==> src/rtl/agu_pkg.sv <==
package agu_pkg;
  typedef enum logic [2:0] {
    AM_DIRECT = 3'd0,
    AM_DIR_X  = 3'd1,
    AM_DIR_Y  = 3'd2,
    AM_ABS_X  = 3'd3,
    AM_ABS_Y  = 3'd4,
    AM_PRE_X  = 3'd5,
    AM_POST_Y = 3'd6,
    AM_PLAIN  = 3'd7
  } addrMode_t;

  typedef struct packed {
    logic wrDir;
    logic wrX;
    logic wrY;
    logic narrow;
    logic useDir;
    logic addIdx;
    logic idxIsY;
    logic zeroBank;
    logic keepCarry;
  } ctrlStrobes_t;
endpackage

==> src/rtl/agu_ctrl.sv <==
module agu_ctrl
  import agu_pkg::*;
(
  input  logic         emuMode,
  input  logic         idxNarrow,
  input  logic [2:0]   modeSel,
  input  logic         wrDirEn,
  input  logic         wrXEn,
  input  logic         wrYEn,
  output ctrlStrobes_t strobes
);
  addrMode_t mode;
  assign mode = addrMode_t'(modeSel);

  always_comb begin
    strobes = '0;
    strobes.wrDir  = wrDirEn;
    strobes.wrX    = wrXEn;
    strobes.wrY    = wrYEn;
    strobes.narrow = idxNarrow | emuMode;
    case (mode)
      AM_DIRECT: begin
        strobes.useDir = 1'b1; strobes.zeroBank = 1'b1;
      end
      AM_DIR_X, AM_PRE_X: begin
        strobes.useDir = 1'b1; strobes.zeroBank = 1'b1; strobes.addIdx = 1'b1;
      end
      AM_DIR_Y: begin
        strobes.useDir = 1'b1; strobes.zeroBank = 1'b1; strobes.addIdx = 1'b1;
        strobes.idxIsY = 1'b1;
      end
      AM_ABS_X: begin
        strobes.addIdx = 1'b1; strobes.keepCarry = 1'b1;
      end
      AM_ABS_Y, AM_POST_Y: begin
        strobes.addIdx = 1'b1; strobes.idxIsY = 1'b1; strobes.keepCarry = 1'b1;
      end
      default: ;
    endcase
  end
endmodule

==> src/rtl/agu_datapath.sv <==
module agu_datapath
  import agu_pkg::*;
#(
  parameter int ADDR_W = 16,
  parameter int DOFF_W = 8
) (
  input  logic              clk,
  input  logic              rstN,
  input  ctrlStrobes_t      strobes,
  input  logic [ADDR_W-1:0] operand,
  input  logic [ADDR_W-1:0] wrData,
  output logic [ADDR_W-1:0] effAddr,
  output logic              bankZero,
  output logic              carryOut,
  output logic [ADDR_W-1:0] xVal,
  output logic [ADDR_W-1:0] yVal
);
  localparam int HALF = ADDR_W / 2;
  localparam int HI_W = ADDR_W - HALF;

  logic [ADDR_W-1:0] dirReg, xReg, yReg;
  logic [ADDR_W-1:0] wrNarrowed, baseAddr, idxTerm;
  logic [ADDR_W:0]   sumWide;

  assign wrNarrowed = strobes.narrow ? {{HI_W{1'b0}}, wrData[HALF-1:0]} : wrData;

  always_ff @(posedge clk or negedge rstN) begin
    if (!rstN) begin
      dirReg <= '0;
      xReg   <= '0;
      yReg   <= '0;
    end else begin
      if (strobes.wrDir) dirReg <= wrData;
      if (strobes.wrX) xReg <= wrNarrowed;
      else if (strobes.narrow) xReg[ADDR_W-1:HALF] <= '0;
      if (strobes.wrY) yReg <= wrNarrowed;
      else if (strobes.narrow) yReg[ADDR_W-1:HALF] <= '0;
    end
  end

  assign xVal = strobes.narrow ? {{HI_W{1'b0}}, xReg[HALF-1:0]} : xReg;
  assign yVal = strobes.narrow ? {{HI_W{1'b0}}, yReg[HALF-1:0]} : yReg;

  assign baseAddr = strobes.useDir
                  ? dirReg + {{(ADDR_W-DOFF_W){1'b0}}, operand[DOFF_W-1:0]}
                  : operand;
  assign idxTerm  = !strobes.addIdx ? '0 : (strobes.idxIsY ? yVal : xVal);
  assign sumWide  = {1'b0, baseAddr} + {1'b0, idxTerm};

  assign effAddr  = sumWide[ADDR_W-1:0];
  assign carryOut = strobes.keepCarry & sumWide[ADDR_W];
  assign bankZero = strobes.zeroBank;
endmodule

==> src/rtl/dirIdxAgu.sv <==
module dirIdxAgu
  import agu_pkg::*;
#(
  parameter int ADDR_W = 16,
  parameter int DOFF_W = 8
) (
  input  logic              clk,
  input  logic              rstN,
  input  logic              emuMode,
  input  logic              idxNarrow,
  input  logic [2:0]        modeSel,
  input  logic [ADDR_W-1:0] operand,
  input  logic [ADDR_W-1:0] wrData,
  input  logic              wrDirEn,
  input  logic              wrXEn,
  input  logic              wrYEn,
  output logic [ADDR_W-1:0] effAddr,
  output logic              bankZero,
  output logic              carryOut,
  output logic [ADDR_W-1:0] xVal,
  output logic [ADDR_W-1:0] yVal
);
  ctrlStrobes_t strobes;

  agu_ctrl u_ctrl (
    .emuMode(emuMode), .idxNarrow(idxNarrow), .modeSel(modeSel),
    .wrDirEn(wrDirEn), .wrXEn(wrXEn), .wrYEn(wrYEn), .strobes(strobes)
  );

  agu_datapath #(.ADDR_W(ADDR_W), .DOFF_W(DOFF_W)) u_dp (
    .clk(clk), .rstN(rstN), .strobes(strobes), .operand(operand),
    .wrData(wrData), .effAddr(effAddr), .bankZero(bankZero),
    .carryOut(carryOut), .xVal(xVal), .yVal(yVal)
  );
endmodule

==> config.mk <==
export PLATFORM = sky130hd
export DESIGN_NAME = dirIdxAgu
export DESIGN_NICKNAME = d
export VERILOG_FILES = /design/src/rtl/agu_pkg.sv /design/src/rtl/agu_ctrl.sv /design/src/rtl/agu_datapath.sv /design/src/rtl/dirIdxAgu.sv
export SDC_FILE = /design/constraint.sdc
export NUM_CORES = 1
export LEC_CHECK = 0
export BUFFER_PORTS_ARGS = -buffer_cell sky130_fd_sc_hd__buf_2
export CORE_MARGIN = 1
export CORE_UTILIZATION = 54
export CTS_CLUSTER_SIZE = 24
export DETAILED_ROUTE_END_ITERATION = 16
export PLACE_DENSITY = 0.9
export SKIP_LAST_GASP = 1
export SYNTH_ARGS = -nofsm -noshare
export SYNTH_HDL_FRONTEND = slang
export SYNTH_SLANG_ARGS = --single-unit
==> constraint.sdc <==
create_clock -name clk -period 4.16 [get_ports clk]
set_clock_uncertainty 0.2 [all_clocks]
set_input_delay 0 -clock clk [delete_from_list [all_inputs] [get_ports clk]]
set_output_delay 0 -clock clk [all_outputs]
set_load 0.02 [all_outputs]
* After elaboration in Yosys (flattened, before gate mapping) *
Index checks and enable logic that the tools add are counted.

word-level totals
  register bits = 48
  input port bits = 42
  output and inout port bits = 50
  logic and storage cells = 35

operators by class
  add/subtract/negate cells = 2
  equality and inequality tests = 6
  mux-type cells = 13
  bitwise logic cells = 2
  reductions and logical operators = 7

operators by type and width
  cell                                                              number
  16-bit 2-to-1 mux                                                 6
  8-bit 2-to-1 mux                                                  3
  16-bit by 16-bit adder with 17-bit output                         1
  16-bit by 8-bit adder with 16-bit output                          1
  3-bit == test (second input constant)                             3
  3-bit by 2-bit == test with 1-bit output (second input constant)  2
  3-bit OR reduction                                                2
  6-bit OR reduction                                                1
  1-bit 2-to-1 mux                                                  4
  2-bit nonzero test                                                2
  4-bit OR reduction                                                1
  3-bit by 1-bit == test with 1-bit output (second input constant)  1
  3-bit zero test                                                   1
  1-bit AND                                                         1
  1-bit OR                                                          1

* Depth between registers and ports, before layout *
Gate-level depths: netlist (run 1).

  depth after elaboration = 7
  gate-level depth with buffers = 16
  gate-level depth less buffers = 16

* Hierarchy *
A second synthesis (run 1) with hierarchy kept.

second synthesis, totals
  cells, all modules = 407
  area, all modules = 3,854.9 um^2

modules (own cells, without submodules)
  module        instances  cells each  area each (um^2)  sequential area each (um^2)
  agu_datapath  1          394         3,772.4           1,201.2
  agu_ctrl      1          13          82.6              0.0

* Least setup slack after synthesis (run 1) *
No wires, ideal clock.

  path type = flip-flop to output port
  from = register u_dp.dirReg[0]
  to = output effAddr[14]
  arrival time = 3,197 ps
  data required time = 3,960 ps
  path slack = 763 ps
  cell stages (with the launch flop) = 16
  path buffers = 0
  cell sequence = dfrtp_1 > ha_1 > inv_1 > fa_1 > nor2b_1 > o21a_1 > nor2_1 > xnor2_1 > mux2_2 > ha_1 > a21o_1 > a221oi_2 > o21ai_2 > a31oi_4 > a21oi_1 > xor2_1

between the ends
  word-level cells in the longest chain between the ends = 3

ends and longest elaborated chain
  item                                       line                RTL
  from (decl)                                agu_datapath.sv:21  logic [ADDR_W-1:0] dirReg, xReg, yReg;
  from (signal assigned)                     agu_datapath.sv:33  if (strobes.wrDir) dirReg <= wrData;
  16-bit by 8-bit adder with 16-bit output   agu_datapath.sv:45  ? dirReg + {{(ADDR_W-DOFF_W){1'b0}}, operand[DOFF_W-1:0]}
  16-bit 2-to-1 mux                          agu_datapath.sv:45
  16-bit by 16-bit adder with 17-bit output  agu_datapath.sv:48  assign sumWide = {1'b0, baseAddr} + {1'b0, idxTerm};
  to (decl)                                  dirIdxAgu.sv:17     output logic [ADDR_W-1:0] effAddr,

Every way passes these cells.

* Worst setup path after layout (run 1) *
  from = register u_dp.dirReg[0]
  to = output effAddr[15]

The elaborated chain is that of the path after synthesis.

==> flow_summary.ini, run 1 <==
[synth]
ys_dominant_reg_cell = dfrtp_1
post_synth_num_cell_types = 45
synth.ff_latch_count = 48
yosysMostFrequentCell = dfrtp_1
synth_warnings = 0
synth_edf_count = 0
netlist_instances = 411
syn_area_um2 = 3749
synth_top_cells_by_area = dfrtp_1 32%, mux2_2 8.7%, ha_1 8.3%, mux2i_1 4.5%, nand2_1 3.7%
netlist_top_cells_count = 48 x dfrtp_1, 37 x nand2_1, 29 x mux2_2, 26 x o21ai_0
async_flop_share_pct = 100.0
seq_area_frac_synth_pct = 32.04
synth_top_area_cell = dfrtp_1
avgSynthCellArea_um2 = 9.121
synth_top_area_share_pct = 32.04
syn_nets = 480

[cells_and_area]
stdcell_count = 580
drive_above_1_share_pct = 29.42
layout.core_utilization_pct = 68.62
antenna_cells = 0
syn_to_final_growth_pct = 19.56
nets = 572

[power]
cellLeakagePower_nw = 2.167
peakVddDrop_uv = 230.7
cellPowerDensity_nw_per_um2 = 330.7

[clock_network]
tritoncts_clock_tree = done
clk_root_buffer_cell = clkbuf_8
clock_latency_late_sink_ps = 300
clock_sink_total = 48
clk_path_buf_depth = 2
clock_tree.htree_level_count = 2
reg_clk_slew_reported_paths_ps = 80
total_clock_buffers_created_by_cts = 5

[die]
row_count = 29
die_y_um = 85.32
dieWidth_um = 85.32
die_area_um2 = 7279
floorplan.io_pins = 92
starting_density_of_the_core_pct = 57.39
floorplan.core_area_um2 = 6531

[sta]
setup_viol = 0
max_freq_mhz = 250.8
minimum_clock_period_ps = 3988
timing_hold_violations_final = 0
share_of_the_clock_period_used_by_the_worst_path_pct = 95.87
tightestPinTransition_ps = 1047
unrepaired_setup_endpoints_after_global_routing = true
slew-limit-headroom_pct = 30.23
report.final.slew_viol_count = 0

[min_path]
min-delay-path-class = primary input to register

[status]
outcome = complete, no violations

[drt]
routed-via-count = 3582
drt-pass1-iter-count = 5
drt-total-wl_um = 10710
drc_errors = 0
dr.first_iter.drc_count = 351
post_drt_via_cell_ratio = 6.176
drt-wirelength-per-cell_um = 18.46
ant_nets = 0

[global_routing]
grt_usage_pct = 29.82
grt_pass1_vias = 3325
grt_antenna_before_repair = 0
grt_pass1_wl_um = 16850
pin_count_of_the_biggest_net_entering_global_routing = 49
gr-total-overflow = 0

[setup_path]
setup.worst_path.start_class = register
cp_data_required_time_ps = 3960
critical_path.max_fanout = 6
critical_path.max_stage_delay_ps = 500
worst-endpoint-arrival_ps = 3790
crit_type = register to output pin
timing.critical_path.cells = ha_1, inv_1, fa_1, nor2b_1, o21a_1, o21ai_2, a21oi_4, buf_4, or4b_1, nand3_1, ha_2, a21o_1, a31oi_1, o21ai_1, o31ai_2, xnor2_1, buf_2
worst_setup_path_end_kind = output pin
crit_path_top_delay_cell = or4b_1

[placed_design]
gp_routability_congestion = 0.9151
buffer_ports.inserted = 91
dpl.cell_count = 547
dp_hpwl_um = 7155

[run]
max_cap_violation_count = 0
[registers in the layout, indices dropped and copies added, names as in the netlist]
register / cells
u_dp.dirReg: 16
u_dp.xReg: 16
u_dp.yReg: 16
[critical path: cells and delay by family, from the launching register on]
kind                     cells  cell delay [ps]
AO/OA/AOI/OAI                7             1150
adder cells (fa/ha/maj)      3              730
AND/OR/NAND/NOR              3              640
buffers and inverters        3              410
flip-flops                   1              400
XOR/XNOR                     1              140
[routing by layer]
metal	global-route usage [%]	share of wire, %	up-vias
met4	12.73	4.4	0
met5	0	0	-
met2	49.63	48	205
met1	38.88	41	1698
met3	4.572	7.2	43
li1	-	-	1636
[logic make-up after synthesis]
logic type / Yosys count / share of synthesized area, %
AO/OA/AOI/OAI: 94 / 16.39
XOR/XNOR: 23 / 5.374
adder cells (fa/ha/maj): 27 / 9.413
buffers and inverters: 43 / 6.008
flip-flops: 48 / 32.04
multiplexers: 46 / 13.25
AND/OR/NAND/NOR: 130 / 17.52
[through the flow]
| step | power, mW | hold slack (ps) | worst slack, ps | TNS [ps] | instance area (µm²) |
|---|---|---|---|---|---|
| floorplan | 1.015 | -495.6 | 763.3 | 0 | 3749 |
| global placement | 1.151 | 15.00 | 682.0 | 0 | 4128 |
| detailed placement | 1.173 | 28.48 | 526.5 | 0 | 4128 |
| CTS | 1.446 | 32.38 | 188.8 | 0 | 4446 |
| global route | 1.559 | 53.23 | -44.47 | -47.46 | 4482 |
| finish | 1.482 | 24.66 | 172.0 | 0 | 4482 |
[path summary, 6_finish.rpt]
| path | cells after the start | from | slack, ps | to |
|---|---|---|---|---|
| hold reg to reg | 1 | u_dp.yReg[2]$_DFFE_PN0P_ | 340 | u_dp.yReg[2]$_DFFE_PN0P_ |
| hold / removal | 3 | wrYEn | 20 | u_dp.yReg[15]$_DFFE_PN0P_ |
| setup / recovery | 17 | u_dp.dirReg[0]$_DFFE_PN0P_ | 170 | effAddr[15] |
| max in group asynchronous | 2 | rstN | 2890 | u_dp.yReg[1]$_DFFE_PN0P_ |
| min in group asynchronous | 2 | rstN | 220 | u_dp.xReg[13]$_DFFE_PN0P_ |
| setup reg to reg | 3 | u_dp.dirReg[1]$_DFFE_PN0P_ | 2570 | u_dp.dirReg[1]$_DFFE_PN0P_ |
[repair_timing]
action,4_1_cts,5_1_grt
setup endpoints to repair,0,3
endpoints found under the hold margin,96,0
hold buffers,24,0
gates resized for setup,0,6
setup buffers,0,2
[cells in the final DEF (no fill, tap or decap), types with 4 or more instances in the layout]
cell and count:
a211oi_1 4, a21o_1 13, a21oi_1 25, and2_1 16
buf_2 90, buf_4 6, clkbuf_8 5, dfrtp_1 48
dlygate4sd3_1 24, ha_1 23, inv_1 7, mux2_2 29
mux2i_1 17, nand2_1 37, nand3_1 23, nand3b_1 8
nor2_1 22, nor3_1 7, o21a_1 6, o21ai_0 25
xnor2_1 14, xor2_1 9
[report_power, final]
part           leakage (nW)  internal [mW]  total, mW  switching [mW]
sequential            0.595          0.502      0.537          0.0350
clock                0.0410          0.114      0.261           0.146
combinational          1.53          0.279      0.684           0.406
total                  2.17          0.895       1.48           0.587
[area by class of cell]
cell class                      count  area (µm²)
Clock buffer                        6       72.57
Clock inverter                      1       5.005
Fill cell                         485        2049
Inverter                            8       30.03
Multi-Input combinational cell    320        2341
Sequential cell                    48        1201
Tap cell                           77       96.34
Timing Repair Buffer              120       735.7
No activity file was read; power rests on OpenSTA's default activity.
==> inputs of run 2 (changes only) <==
==> constraint.sdc (replaced) <==
create_clock -name clk -period 4.16 [get_ports clk]
set_clock_uncertainty 0.2 [all_clocks]
set_input_delay 0.416 -clock clk [delete_from_list [all_inputs] [get_ports clk]]
set_output_delay 0.416 -clock clk [all_outputs]
set_load 0.02 [all_outputs]
==> run 2 against run 1 <==
The flow now finishes with violations (setup timing). Sequential share of layout area fell by 0.48 points. Maximum frequency shrank 4.7%. Largest cell class unchanged. Critical path depth shrank 1.
==> flow_summary.ini, run 2 (synthesis gave the netlist of run 1 again) <==
[power]
cellLeakagePower_nw = 2.189
cellPowerDensity_nw_per_um2 = 346.2
peakVddDrop_uv = 250.5
design_power_mw = 1.580

[die]
starting_density_of_the_core_pct = 57.39
floorplan.core_area_um2 = 6531
die_y_um = 85.32
row_count = 29
dieWidth_um = 85.32
die_area_um2 = 7279
floorplan.io_pins = 92

[min_path]
min-delay-path-class = primary input to async pin

[setup_path]
cp_data_required_time_ps = 3540
worst-endpoint-arrival_ps = 3570
crit_type = register to output pin
setup.worst_path.start_class = register
cp.buffers_inverters = 2
critical_path.max_fanout = 7
critical_path.max_stage_delay_ps = 540
worst_setup_path_end_kind = output pin
crit_path_top_delay_cell = or4b_4
timing.critical_path.cells = ha_2, inv_2, fa_2, nor2b_1, o21a_1, o21ai_2, a21oi_4, or4b_4, nand3_2, ha_4, a21o_1, a31oi_1, o21ai_2, o31ai_2, xnor2_1, buf_4
worst_path_most_repeated_cell = o21ai_2
critical_path.top_delay_family = compound AO/OA/AOI/OAI gates

[placed_design]
placed_area_um2 = 4165
dp_hpwl_um = 7471
dpl.cell_count = 552
post-place-ws_ps = -43.52
gp_routability_congestion = 0.9322
buffer_ports.inserted = 91

[global_routing]
pin_count_of_the_biggest_net_entering_global_routing = 49
gr-total-overflow = 0
grt_usage_pct = 28.99
grt_antenna_before_repair = 0
grt_pass1_wl_um = 16470
grt_pass1_vias = 3393

[sta]
setup_viol = 1
unrepaired_setup_endpoints_after_global_routing = true
setup_ws_ps = -25.24
timing_hold_violations_final = 0
max_freq_mhz = 238.9
slew-limit-headroom_pct = 30.10
tightestPinTransition_ps = 1048
finalHoldWorstSlack_ps = 107.2
share_of_the_clock_period_used_by_the_worst_path_pct = 100.6
setup-tns-final_ps = -25.24
report.final.slew_viol_count = 0
minimum_clock_period_ps = 4185

[status]
outcome = finished with violations
failed_checks = setup timing

[drt]
dr.first_iter.drc_count = 298
routed-via-count = 3585
ant_nets = 0
drc_errors = 0
drt-total-wl_um = 10890
drt-wirelength-per-cell_um = 18.94
drt-pass1-iter-count = 5
post_drt_via_cell_ratio = 6.235

[clock_network]
clk_root_buffer_cell = clkbuf_8
tritoncts_clock_tree = done
clk_path_buf_depth = 2
clock_latency_late_sink_ps = 290
reg_clk_slew_reported_paths_ps = 80
total_clock_buffers_created_by_cts = 5
clock_tree.htree_level_count = 2
clock_sink_total = 48

[cells_and_area]
biggestRegsByFlops = u_dp.dirReg (16), u_dp.xReg (16), u_dp.yReg (16)
antenna_cells = 0
stdcell_count = 575
nets = 567
layout_commonest_cell = buf_2
layout.cells.most_common_list = 84 x buf_2, 48 x dfrtp_1, 36 x nand2_1
syn_to_final_growth_pct = 21.76
fin_area_um2 = 4564
layout.filler_cells = 474
layout.core_utilization_pct = 69.89
drive_above_1_share_pct = 38.35

[run]
max_cap_violation_count = 0
-- run 2: changes by cell type in the layout (fill, tap and decap cells not counted), sizes merged --
cell,previous run,this run
dlygate4sd3,24,0
buf,96,115
-- run 2: what timing repair did --
action                                  in CTS  in global routing
hold buffers                                 0                  0
pin swaps                                   24                 26
resized for setup                           19                 28
setup buffers                                7                  9
cloned                                       0                  0
endpoints found under the setup margin       8                  9
-- run 2: power by group --
group          switching (mW)  internal [mW]  total, mW
Clock                   0.146          0.115      0.260
Combinational           0.449          0.336      0.784
Sequential             0.0336          0.502      0.536
Total                   0.628          0.952       1.58
-- run 2: layer usage --
metal | GRT usage, % | vias to the layer above | share of wire [%]
met3 | 3.113 | 36 | 5.7
met1 | 37.09 | 1739 | 41
met5 | 0 | - | 0
met2 | 50.37 | 191 | 49
li1 | - | 1619 | -
met4 | 11.67 | 0 | 3.7
-- run 2: cell type report --
type	instances	area (µm²)	area share, %
Sequential cell	48	1201	26.32
Inverter	8	30.03	0.6579
Timing Repair Buffer	115	656.9	14.39
Clock inverter	1	5.005	0.1096
Tap cell	77	96.34	2.111
Clock buffer	6	72.57	1.590
Multi-Input combinational cell	320	2502	54.82
-- run 2: worst paths after layout --
kind | startpoint | to | slack [ps] | cells after the start
max | u_dp.dirReg[0]$_DFFE_PN0P_ | effAddr[15] | -30 | 16
min | rstN | u_dp.xReg[13]$_DFFE_PN0P_ | 110 | 1
max reg2reg | u_dp.dirReg[12]$_DFFE_PN0P_ | u_dp.dirReg[12]$_DFFE_PN0P_ | 3080 | 1
min reg2reg | u_dp.dirReg[2]$_DFFE_PN0P_ | u_dp.dirReg[2]$_DFFE_PN0P_ | 330 | 1
max in group asynchronous | rstN | u_dp.xReg[7]$_DFFE_PN0P_ | 3020 | 1
min in group clk | wrData[14] | u_dp.dirReg[14]$_DFFE_PN0P_ | 170 | 3
